### src/rtl/cal_seq_pkg.sv
package cal_seq_pkg;

    localparam logic [2:0] MODE_NORMAL = 3'b000;
    localparam logic [2:0] MODE_SYSCAL = 3'b100;
    localparam logic [2:0] MODE_BGCAL  = 3'b101;

    typedef enum logic [1:0] {
        PH_IDLE   = 2'd0,
        PH_OFFSET = 2'd1,
        PH_GAIN   = 2'd2,
        PH_REFILL = 2'd3
    } phase_e;

    typedef enum logic [1:0] {
        SEL_ANALOG = 2'b00,
        SEL_SHORT  = 2'b01,
        SEL_REF    = 2'b10
    } insel_e;

    typedef struct packed {
        phase_e phase;
        logic   bg;     // running sequence is the background loop
    } seq_state_t;

    typedef struct packed {
        logic accept;    // calibration command taken at this tick
        logic valid;     // a conversion result is flagged at this tick
        logic pass_end;  // a sequence pass finished at this tick
        logic mode_clr;  // mode field returns to normal
        logic phase_chg; // phase boundary, restart the period counter
    } seq_evt_t;

    function automatic logic is_cal_cmd(input logic [2:0] m);
        return (m == MODE_SYSCAL) || (m == MODE_BGCAL);
    endfunction

    function automatic insel_e sel_for(input seq_state_t s);
        case (s.phase)
            PH_OFFSET: return s.bg ? SEL_SHORT : SEL_ANALOG;
            PH_GAIN:   return SEL_REF;
            default:   return SEL_ANALOG;
        endcase
    endfunction

endpackage

### src/rtl/cal_mode_reg.sv
module cal_mode_reg #(
    parameter int MODE_W = 3
) (
    input  logic              clk,
    input  logic              rst,
    input  logic              wr,
    input  logic [MODE_W-1:0] wdata,
    input  logic              clr,
    output logic [MODE_W-1:0] mode_q
);
    logic [MODE_W-1:0] mode_r;

    // A host write in the same cycle as the self-clear wins.
    always_ff @(posedge clk) begin
        if (rst)
            mode_r <= '0;
        else if (wr)
            mode_r <= wdata;
        else if (clr)
            mode_r <= '0;
    end

    assign mode_q = mode_r;
endmodule

### src/rtl/cal_phase_timer.sv
module cal_phase_timer #(
    parameter int CNT_W = 3
) (
    input  logic             clk,
    input  logic             rst,
    input  logic             clr,
    input  logic             tick,
    input  logic [CNT_W-1:0] limit,
    output logic             last
);
    logic [CNT_W-1:0] cnt_r;

    always_ff @(posedge clk) begin
        if (rst || clr)
            cnt_r <= '0;
        else if (tick)
            cnt_r <= cnt_r + CNT_W'(1);
    end

    // The tick that completes the programmed number of periods
    assign last = tick && (cnt_r == limit - CNT_W'(1));
endmodule

### src/rtl/cal_seq_fsm.sv
module cal_seq_fsm
    import cal_seq_pkg::*;
#(
    parameter int CAL_PERIODS    = 3,
    parameter int REFILL_PERIODS = 3,
    parameter int SLAVE_EXTRA    = 1,
    parameter int CNT_W          = 3
) (
    input  logic             clk,
    input  logic             rst,
    input  logic             tick,
    input  logic             slave,
    input  logic [2:0]       mode,
    input  logic             timer_last,
    output seq_state_t       st,
    output logic             timer_clr,
    output logic [CNT_W-1:0] limit,
    output seq_evt_t         evt
);
    seq_state_t       st_q, st_d;
    logic             first_q, first_d;
    logic             extra_on;
    logic [CNT_W-1:0] ofs_len;

    // Code-100 offset always pays the slave penalty; background only once.
    assign extra_on = slave && (!st_q.bg || !first_q);
    assign ofs_len  = CNT_W'(CAL_PERIODS) + (extra_on ? CNT_W'(SLAVE_EXTRA) : '0);

    always_comb begin
        case (st_q.phase)
            PH_OFFSET: limit = ofs_len;
            PH_GAIN:   limit = CNT_W'(CAL_PERIODS);
            PH_REFILL: limit = CNT_W'(REFILL_PERIODS);
            default:   limit = CNT_W'(CAL_PERIODS);
        endcase
    end

    always_comb begin
        st_d    = st_q;
        first_d = first_q;
        evt     = '0;
        case (st_q.phase)
            PH_IDLE: begin
                if (tick) begin
                    if (is_cal_cmd(mode)) begin
                        st_d.phase    = PH_OFFSET;
                        st_d.bg       = (mode == MODE_BGCAL);
                        evt.accept    = 1'b1;
                        evt.phase_chg = 1'b1;
                    end else begin
                        evt.valid = 1'b1;
                    end
                end
            end
            PH_OFFSET: begin
                if (timer_last) begin
                    first_d       = 1'b1;
                    st_d.phase    = st_q.bg ? PH_REFILL : PH_GAIN;
                    evt.phase_chg = 1'b1;
                end
            end
            PH_GAIN: begin
                if (timer_last) begin
                    st_d.phase    = PH_REFILL;
                    evt.mode_clr  = 1'b1;
                    evt.phase_chg = 1'b1;
                end
            end
            PH_REFILL: begin
                if (timer_last) begin
                    evt.valid     = 1'b1;
                    evt.pass_end  = 1'b1;
                    evt.phase_chg = 1'b1;
                    if (st_q.bg && (mode == MODE_BGCAL)) begin
                        st_d.phase = PH_OFFSET;
                    end else begin
                        st_d.phase = PH_IDLE;
                        st_d.bg    = 1'b0;
                    end
                end
            end
            default: st_d = '{phase: PH_IDLE, bg: 1'b0};
        endcase
    end

    always_ff @(posedge clk) begin
        if (rst) begin
            st_q    <= '{phase: PH_IDLE, bg: 1'b0};
            first_q <= 1'b0;
        end else begin
            st_q    <= st_d;
            first_q <= first_d;
        end
    end

    assign st        = st_q;
    assign timer_clr = evt.phase_chg;
endmodule

### src/rtl/cal_out_drv.sv
module cal_out_drv
    import cal_seq_pkg::*;
(
    input  logic       clk,
    input  logic       rst,
    input  seq_state_t st,
    input  seq_evt_t   evt,
    output logic [1:0] in_sel,
    output logic       ofs_en,
    output logic       gain_en,
    output logic       drdy_n,
    output logic       busy,
    output logic       done
);
    logic drdy_n_r, busy_r, done_r;

    always_ff @(posedge clk) begin
        if (rst) begin
            drdy_n_r <= 1'b1;
            busy_r   <= 1'b0;
            done_r   <= 1'b0;
        end else begin
            drdy_n_r <= !evt.valid;
            done_r   <= evt.pass_end;
            if (evt.accept)
                busy_r <= 1'b1;
            else if (evt.valid)
                busy_r <= 1'b0;
        end
    end

    assign in_sel  = sel_for(st);
    assign ofs_en  = (st.phase == PH_OFFSET);
    assign gain_en = (st.phase == PH_GAIN);
    assign drdy_n  = drdy_n_r;
    assign busy    = busy_r;
    assign done    = done_r;
endmodule

### src/rtl/cal_seq_ctrl.sv
module cal_seq_ctrl
    import cal_seq_pkg::*;
#(
    parameter int CAL_PERIODS    = 3,
    parameter int REFILL_PERIODS = 3,
    parameter int SLAVE_EXTRA    = 1
) (
    input  logic       clk,
    input  logic       rst,
    input  logic       mode_wr,
    input  logic [2:0] mode_wdata,
    input  logic       slave_mode,
    input  logic       conv_tick,
    output logic [2:0] mode_q,
    output logic [1:0] in_sel,
    output logic       ofs_en,
    output logic       gain_en,
    output logic       drdy_n,
    output logic       busy,
    output logic       done
);
    localparam int OFS_MAX = CAL_PERIODS + SLAVE_EXTRA;
    localparam int MAX_LEN = (OFS_MAX > REFILL_PERIODS) ? OFS_MAX : REFILL_PERIODS;
    localparam int CNT_W   = $clog2(MAX_LEN + 1);

    seq_state_t       st;
    seq_evt_t         evt;
    logic             timer_clr, timer_last;
    logic [CNT_W-1:0] limit;

    cal_mode_reg #(.MODE_W(3)) u_mode (
        .clk    (clk),
        .rst    (rst),
        .wr     (mode_wr),
        .wdata  (mode_wdata),
        .clr    (evt.mode_clr),
        .mode_q (mode_q)
    );

    cal_phase_timer #(.CNT_W(CNT_W)) u_timer (
        .clk   (clk),
        .rst   (rst),
        .clr   (timer_clr),
        .tick  (conv_tick),
        .limit (limit),
        .last  (timer_last)
    );

    cal_seq_fsm #(
        .CAL_PERIODS    (CAL_PERIODS),
        .REFILL_PERIODS (REFILL_PERIODS),
        .SLAVE_EXTRA    (SLAVE_EXTRA),
        .CNT_W          (CNT_W)
    ) u_fsm (
        .clk        (clk),
        .rst        (rst),
        .tick       (conv_tick),
        .slave      (slave_mode),
        .mode       (mode_q),
        .timer_last (timer_last),
        .st         (st),
        .timer_clr  (timer_clr),
        .limit      (limit),
        .evt        (evt)
    );

    cal_out_drv u_out (
        .clk     (clk),
        .rst     (rst),
        .st      (st),
        .evt     (evt),
        .in_sel  (in_sel),
        .ofs_en  (ofs_en),
        .gain_en (gain_en),
        .drdy_n  (drdy_n),
        .busy    (busy),
        .done    (done)
    );
endmodule

### config.mk
export PLATFORM = sky130hd
export DESIGN_NAME = cal_seq_ctrl
export DESIGN_NICKNAME = d
export VERILOG_FILES = /design/src/rtl/cal_seq_pkg.sv /design/src/rtl/cal_mode_reg.sv /design/src/rtl/cal_phase_timer.sv /design/src/rtl/cal_seq_fsm.sv /design/src/rtl/cal_out_drv.sv /design/src/rtl/cal_seq_ctrl.sv
export SDC_FILE = /design/constraint.sdc
export NUM_CORES = 1
export LEC_CHECK = 0
export ABC_CLOCK_PERIOD_IN_PS = 3300
export BUFFER_PORTS_ARGS = -buffer_cell sky130_fd_sc_hd__buf_4
export CAP_MARGIN = 20
export CORE_UTILIZATION = 51
export DETAILED_ROUTE_END_ITERATION = 8
export HOLD_SLACK_MARGIN = 0.1
export PLACE_DENSITY = 0.76
export REMOVE_ABC_BUFFERS = 1
export SYNTH_ARGS = -nofsm -noshare
export SYNTH_HDL_FRONTEND = slang
export SYNTH_HIERARCHICAL = 1
export SYNTH_SLANG_ARGS = --single-unit
export TNS_END_PERCENT = 1
### constraint.sdc
create_clock -name clk -period 3.3 [get_ports clk]
set_input_delay 0.165 -clock clk [delete_from_list [all_inputs] [get_ports clk]]
set_output_delay 0.165 -clock clk [all_outputs]
set_load 0.02 [all_outputs]
-- Word level (Yosys, flattened, before mapping)
Index checks and enable logic that the tools add are counted.
- input port bits: 8
- bits in registers: 13
- word-level logic and storage cells: 70
- multiplexer cells: 28
- add/sub/neg operators: 3
- reduce and logical (&&, ||, !) cells: 18
- equal/unequal tests: 12
- bitwise logic cells: 1
- operators with widths (operator ; count):
    $mux W3 ; 6
    $mux W1 ; 13
    $reduce_and A5 Y1 ; 2
    $mux W2 ; 4
    $pmux W2 S4 ; 1
    $eq A3 B3 Y1 const B ; 2
    $ne A2 B1 Y1 const B ; 3
    $ne A2 B2 Y1 const B ; 3
    $reduce_bool A2 Y1 ; 3
    $eq A2 B2 Y1 const B ; 2
    $pmux W1 S2 ; 2
    $pmux W2 S2 ; 1
    $reduce_or A2 Y1 ; 2
    $add A2 B3 Y3 const A ; 1
    $add A3 B1 Y3 const B ; 1
    $eq A3 B3 Y1 ; 1
    $logic_and A1 B1 Y1 ; 3
    $logic_not A1 Y1 ; 3
    $logic_or A1 B1 Y1 ; 3
    $pmux W1 S3 ; 1
    $sub A3 B1 Y3 const B ; 1
    $eq A2 B1 Y1 const B ; 1
    $logic_not A2 Y1 ; 1
    $reduce_and A2 Y1 ; 1
    $not A1 Y1 ; 1

-- Logic depth before layout (Yosys ltp)
Gate-level depths: netlist of the first run.
- word-level depth: 13
- mapped depth: 13
- depth with buffers taken out: 12

-- Hierarchy
The synthesis of the first run kept the hierarchy.
- modules (own cells, without submodules) (module ; times used ; area each (um^2) ; cells each ; sequential area each (um^2)):
    cal_seq_fsm ; 1 ; 357.8 ; 44 ; 80.1
    cal_phase_timer ; 1 ; 195.2 ; 18 ; 60.1
    cal_out_drv ; 1 ; 122.6 ; 12 ; 60.1
    cal_mode_reg ; 1 ; 112.6 ; 12 ; 60.1

-- Worst setup path before layout of the first run
Ideal clock, no wire load.
- kind: flip-flop to flip-flop
- start point: reg u_fsm.st_q (netlist bit u_fsm/st[2])
- end point: reg u_mode.mode_r[0] (netlist: u_mode/mode_q[0])
- buffers on the path: 1
- path slack: 0.777 ns
- library setup time: 0.070 ns
- data required time: 3.230 ns
- data arrival time: 2.453 ns
- cell stages (with the launch flop): 13
- path through: dfxtp_1 > inv_1 > ha_1 > and3_1 > inv_1 > buf_4 > inv_1 > ha_1 > xnor3_1 > and4_1 > and2_1 > or3b_1 > a21oi_1
- RTL lines (item ; line ; source):
    start: declaration ; cal_seq_fsm.sv:20 ; seq_state_t st_q, st_d;
    start signal: assignment ; cal_seq_fsm.sv:88 ; st_q <= '{phase: PH_IDLE, bg: 1'b0};
    start signal: assignment ; cal_seq_fsm.sv:91 ; st_q <= st_d;
    end signal: assignment ; cal_mode_reg.sv:18 ; mode_r <= wdata;
    end: declaration ; cal_mode_reg.sv:11 ; logic [MODE_W-1:0] mode_r;

==> impl_metrics.tcl, run 1 <==
set metrics [dict create \
    status "complete, no violations" \
    worst_hold_path_type "in2reg" \
    fin_skew_ps 7.46 \
    switching_share_pct 35.9 \
    switchingPower_uw 178 \
    setup_violations 0 \
    tns_ps 0 \
    path_cells "inv_1, ha_1, and3_1, inv_1, inv_1, ha_1, xnor3_1, and4_1, and2_1, or3b_1, a21oi_1" \
    clk_path_buf_depth 2 \
    hold_viol_final 0 \
    dp_hpwl_mm 1.11 \
    first_pass_iters 4 \
    die_h_um 41.1 \
    drt-total-wl_mm 1.62 \
    wire_per_inst_um 13.6 \
    fin_crit_sh_pct 82.1 \
    syn_inst 85 \
    std_cell_rows 13 \
    grt_pass1_vias 548 \
    cts_tree "built" \
    antenna_found_initial 0 \
    worstPathRequired_ps 3500 \
    clock.fmax_mhz 369 \
    tightest_slew_ps 265 \
    io_pins 18 \
    clkPwrFrac_pct 20.4 \
    clock_latency_ps 270 \
    maxSlewViolCount 0 \
    p_leak_nw 0.445 \
    drive_gt1_share_pct 21.2 \
    powerDensity_mw_per_mm2 527 \
    synth_area_um2 781 \
    num_vias 653 \
    fin_nets 120 \
    criticalPathCategory "reg2reg" \
    area_growth_syn_to_layout_pct 20.2 \
    gp_congestion 0.813 \
    rsz0062_at_grt "no" \
    postCtsHoldBufs 0 \
    drc_errors 0 \
    portBuffers 17 \
    cp_slowest_cell "dfxtp_1" \
    slew_headroom_pct 81.9 \
    clock_sinks 13 \
    postCtsResizedCells 0 \
    start_util_pct 57.1 \
    critPathBufInv 3 \
    grt.total_usage_pct 22.1 \
    cp.arrival_ps 2910 \
    p_comb_share_pct 40.3 \
    max_cap_viol_count 0 \
    power.internal_uw 317 \
    cts_root_buf "clkbuf_4" \
    core_region_area_mm2 0.00137 \
    mostFrequentLayoutCell "buf_4" \
    cts_buffers 3 \
    dieWidth_um 41.1 \
    grt.overflow.total 0 \
    worst_setup_path_end_kind "flop" \
    cp_common_cell "inv_1" \
    layout_common_cells "buf_4 (17), dfxtp_1 (13), inv_1 (9)" \
    cts_setup_buffers 0 \
    vdd_drop_max_mv 0.259 \
    grt_max_degree 15 \
    critPathMaxFanout 6 \
    fin_area_um2 938 \
    period_needed_ps 2710 \
    via_per_inst 5.49 \
    cp_top_family "simple AND/OR/NAND/NOR gates" \
    p_seq_share_pct 39.4 \
    slowest_delay_ps 460 \
    dpl-instance-area_um2 912 \
    yosys_warnings 6 \
    power_uw 495 \
    path_clk_slew_ps 90 \
    grt_pass1_wl_mm 2.43 \
    ant_nets 0 \
    start_kind "flop" \
    avgSynthCellArea_um2 9.19 \
    final_util_pct 68.7 \
    antenna_cells 0 \
    drtIter0Drc 39 \
    h-tree-depth 1 \
    dieArea_mm2 0.00169 \
]
metrics by stage:
step	hold slack, ps	setup slack, ps	std cells
finish	136	590	119
global route	162	400	119
CTS	141	592	119
detailed placement	427	627	115
global placement	417	680	115
floorplan	234	844	83
final timing paths:
check | start | end | slack, ps | cells past startpoint
max | u_fsm/st[2] | u_mode/mode_q[0] | 590 | 11
min | mode_wdata[2] | u_mode/mode_q[2] | 140 | 3
max reg2reg | u_fsm/st[2] | u_mode/mode_q[0] | 590 | 11
min reg2reg | u_out/busy | u_out/busy | 490 | 2
layer usage:
metal  wire (um)  GRT usage, %
met3         119          4.89
met2         753          37.9
met4          11          7.26
met5           0             0
met1         731          26.9
registers in the layout, indices dropped and copies added (netlist names):
signal	flops
u_timer/cnt_r	3
u_mode/mode_q	3
u_fsm/st	3
u_fsm/first_q	1
u_out/done	1
u_out/busy	1
u_out/drdy_n	1
layout make-up:
type,instances,area [um2]
clock buffers,4,26.3
repair buffers,17,128
inverters,9,33.8
well taps,15,18.8
fillers,123,428
multi-input cells,61,472
flip-flops and latches,13,260
power groups by stage:
stage	Sequential, mW	Combinational, mW	Clock, mW
after floorplan	0.199	0.137	0
after global placement	0.197	0.190	0
after detailed placement	0.198	0.194	0
after CTS	0.195	0.196	0.101
after global routing	0.198	0.216	0.109
final	0.195	0.199	0.101
worst register-to-register path: stages (launching register included):
cell,delay [ps]
dfxtp_1,460
inv_1,120
ha_1,240
and3_1,180
inv_1,100
inv_1,50
ha_1,200
xnor3_1,310
and4_1,270
and2_1,210
or3b_1,350
a21oi_1,150
Power figures use the tool's default switching activity.
==> run 2, diff against run 1 <==
--- a/config.mk
+++ b/config.mk
@@ -5,7 +5,7 @@
 export SDC_FILE = /design/constraint.sdc
 export NUM_CORES = 1
 export LEC_CHECK = 0
-export ABC_CLOCK_PERIOD_IN_PS = 3300
+export ABC_CLOCK_PERIOD_IN_PS = 2600
 export BUFFER_PORTS_ARGS = -buffer_cell sky130_fd_sc_hd__buf_4
 export CAP_MARGIN = 20
 export CORE_UTILIZATION = 51
==> constraint.sdc (replaced) <==
create_clock -name clk -period 2.6 [get_ports clk]
set_input_delay 0.13 -clock clk [delete_from_list [all_inputs] [get_ports clk]]
set_output_delay 0.13 -clock clk [all_outputs]
set_load 0.02 [all_outputs]
==> run 2 against run 1 <==
Net effect: via count increased by 3.8%; worst setup slack got worse by 400 ps; design area grew 4.9%; routed wire length grew 0.12%; die area did not move; critical path type unchanged; largest power group unchanged.
==> impl_metrics.tcl, run 2 (synthesis gave the netlist of run 1 again) <==
set metrics [dict create \
    status "complete, no violations" \
    seqCellArea_um2 262 \
    die_h_um 41.1 \
    worstPathRequired_ps 2820 \
    hold_start "rst" \
    dp_hpwl_mm 1.17 \
    clock_sinks 13 \
    fin_nets 125 \
    dpl-instance-area_um2 927 \
    tightest_slew_ps 282 \
    grt_pass1_vias 623 \
    multiInputGateArea_um2 472 \
    rsz0062_at_grt "no" \
    std_cell_rows 13 \
    ff2ff_path_depth 11 \
    grt.total_usage_pct 23.6 \
    worst_setup_path_end_kind "flop" \
    period_needed_ps 2410 \
    cts_root_buf "clkbuf_4" \
    mostFrequentLayoutCell "buf_4" \
    critPathMaxFanout 4 \
    antenna_cells 0 \
    antenna_found_initial 0 \
    start_util_pct 57.1 \
    ant_nets 0 \
    n_fill_cell 117 \
    fin_crit_sh_pct 92.6 \
    grt_max_degree 15 \
    drtIter0Drc 16 \
    worst_hold_path_type "in2reg" \
    clock.fmax_mhz 415 \
    powerDensity_mw_per_mm2 653 \
    clk_path_buf_depth 2 \
    drc_errors 0 \
    slew_headroom_pct 80.7 \
    portBuffers 17 \
    drive_gt1_share_pct 22.9 \
    wire_per_inst_um 13.0 \
    tns_ps 0 \
    final_cell_count_no_fill 124 \
    first_pass_iters 4 \
    cts_buffers 3 \
    setup_violations 0 \
    cp_top_family "simple AND/OR/NAND/NOR gates" \
    start_kind "flop" \
    cp_slowest_cell "or3b_1" \
    maxSlewViolCount 0 \
    min_to "u_mode/mode_q[0]" \
    critPathBufInv 3 \
    dieArea_mm2 0.00169 \
    fin_ws_ps 192 \
    path_clk_slew_ps 80 \
    vdd_drop_max_mv 0.401 \
    cts_tree "built" \
    h-tree-depth 1 \
    reg2reg_slack_ps 190 \
    core_region_area_mm2 0.00137 \
    layout_common_cells "buf_4 (19), dfxtp_1 (12), inv_1 (9)" \
    num_vias 678 \
    cp.arrival_ps 2630 \
    drt-total-wl_mm 1.62 \
    dieWidth_um 41.1 \
    fin_skew_ps 2.95 \
    p_leak_nw 0.469 \
    max_cap_viol_count 0 \
    whs_ps 113 \
    via_per_inst 5.47 \
    slowest_delay_ps 360 \
    place_inst 117 \
    clock_latency_ps 280 \
    gp_congestion 0.742 \
    grt.overflow.total 0 \
    cp_common_cell "inv_1" \
    grt_pass1_wl_mm 2.57 \
    pre_cts_ws_ps 189 \
    r2r-start "u_fsm/st[2]" \
    path_cells "inv_1, ha_1, and3_1, inv_1, inv_1, ha_1, xnor3_1, and4_1, and2_1, or3b_1, a21oi_1" \
    area_growth_syn_to_layout_pct 26.1 \
    hold_viol_final 0 \
    hold_depth 2 \
    io_pins 18 \
    fin_area_um2 985 \
    criticalPathCategory "reg2reg" \
    worstReg2RegEnd "u_mode/mode_q[0]" \
    cts_setup_buffers 0 \
]
[run 2: changes by cell type in the layout (fill, tap and decap cells not counted)]
cell / before / now
dlygate4sd3_1: 0 / 3
buf_4: 17 / 19
dfxtp_1: 13 / 12
dfxtp_2: 0 / 1
[run 2: power by group]
| part | total (mW) | leakage, nW | internal (mW) | switching [mW] |
|---|---|---|---|---|
| clock network | 0.130 | 0.0150 | 0.0596 | 0.0703 |
| registers | 0.243 | 0.107 | 0.222 | 0.0217 |
| logic | 0.269 | 0.347 | 0.132 | 0.137 |
| total | 0.643 | 0.469 | 0.414 | 0.229 |
[run 2: worst max-delay path by stage]
stage,from,to,slack (ps),cells past startpoint
CTS,u_fsm/st[1],u_mode/mode_q[1],170,10
floorplan,u_fsm/st[2],u_mode/mode_q[0],140,11
global placement,u_fsm/st[1],u_mode/mode_q[0],220,10
finish,u_fsm/st[2],u_mode/mode_q[0],190,11
detailed placement,u_fsm/st[1],u_mode/mode_q[1],190,10
global route,u_fsm/st[2],u_mode/mode_q[2],8,11
[run 2: what timing repair did]
item,4_1_cts,5_1_grt
setup endpoints to repair,0,3
hold buffers,3,0
resized for setup,0,1
endpoints found under the hold margin,3,0
[run 2: layout make-up]
type	count	share of cell area [%]
sequential	13	26.6
tap	15	1.91
multi-input combinational	61	47.9
timing repair buffer	22	17.5
clock buffer	4	2.67
inverter	9	3.43
[run 2: stage by stage]
step | util [%] | power [mW]
2_1_floorplan | - | 0.426
3_3_place_gp | 67.9 | 0.500
3_5_place_dp | 67.9 | 0.509
4_1_cts | 72.0 | 0.641
5_1_grt | 72.1 | 0.690
6_report | 72.1 | 0.643
[run 2: per-layer routing]
| metal | track usage [%] | routed length [um] | vias up |
|---|---|---|---|
| met5 | 0 | 0 | - |
| met4 | 10.5 | 33 | 0 |
| met3 | 5.98 | 94 | 8 |
| met2 | 41.8 | 760 | 29 |
| met1 | 26.2 | 730 | 299 |
| li1 | - | - | 342 |
[run 2: worst reg2reg max path, cell delays in order (launching register included)]
cell and delay (ps):
dfxtp_1 330, inv_1 70, ha_1 210, and3_1 170, inv_1 100, inv_1 50
ha_1 200, xnor3_1 310, and4_1 210, and2_1 190, or3b_1 360, a21oi_1 140
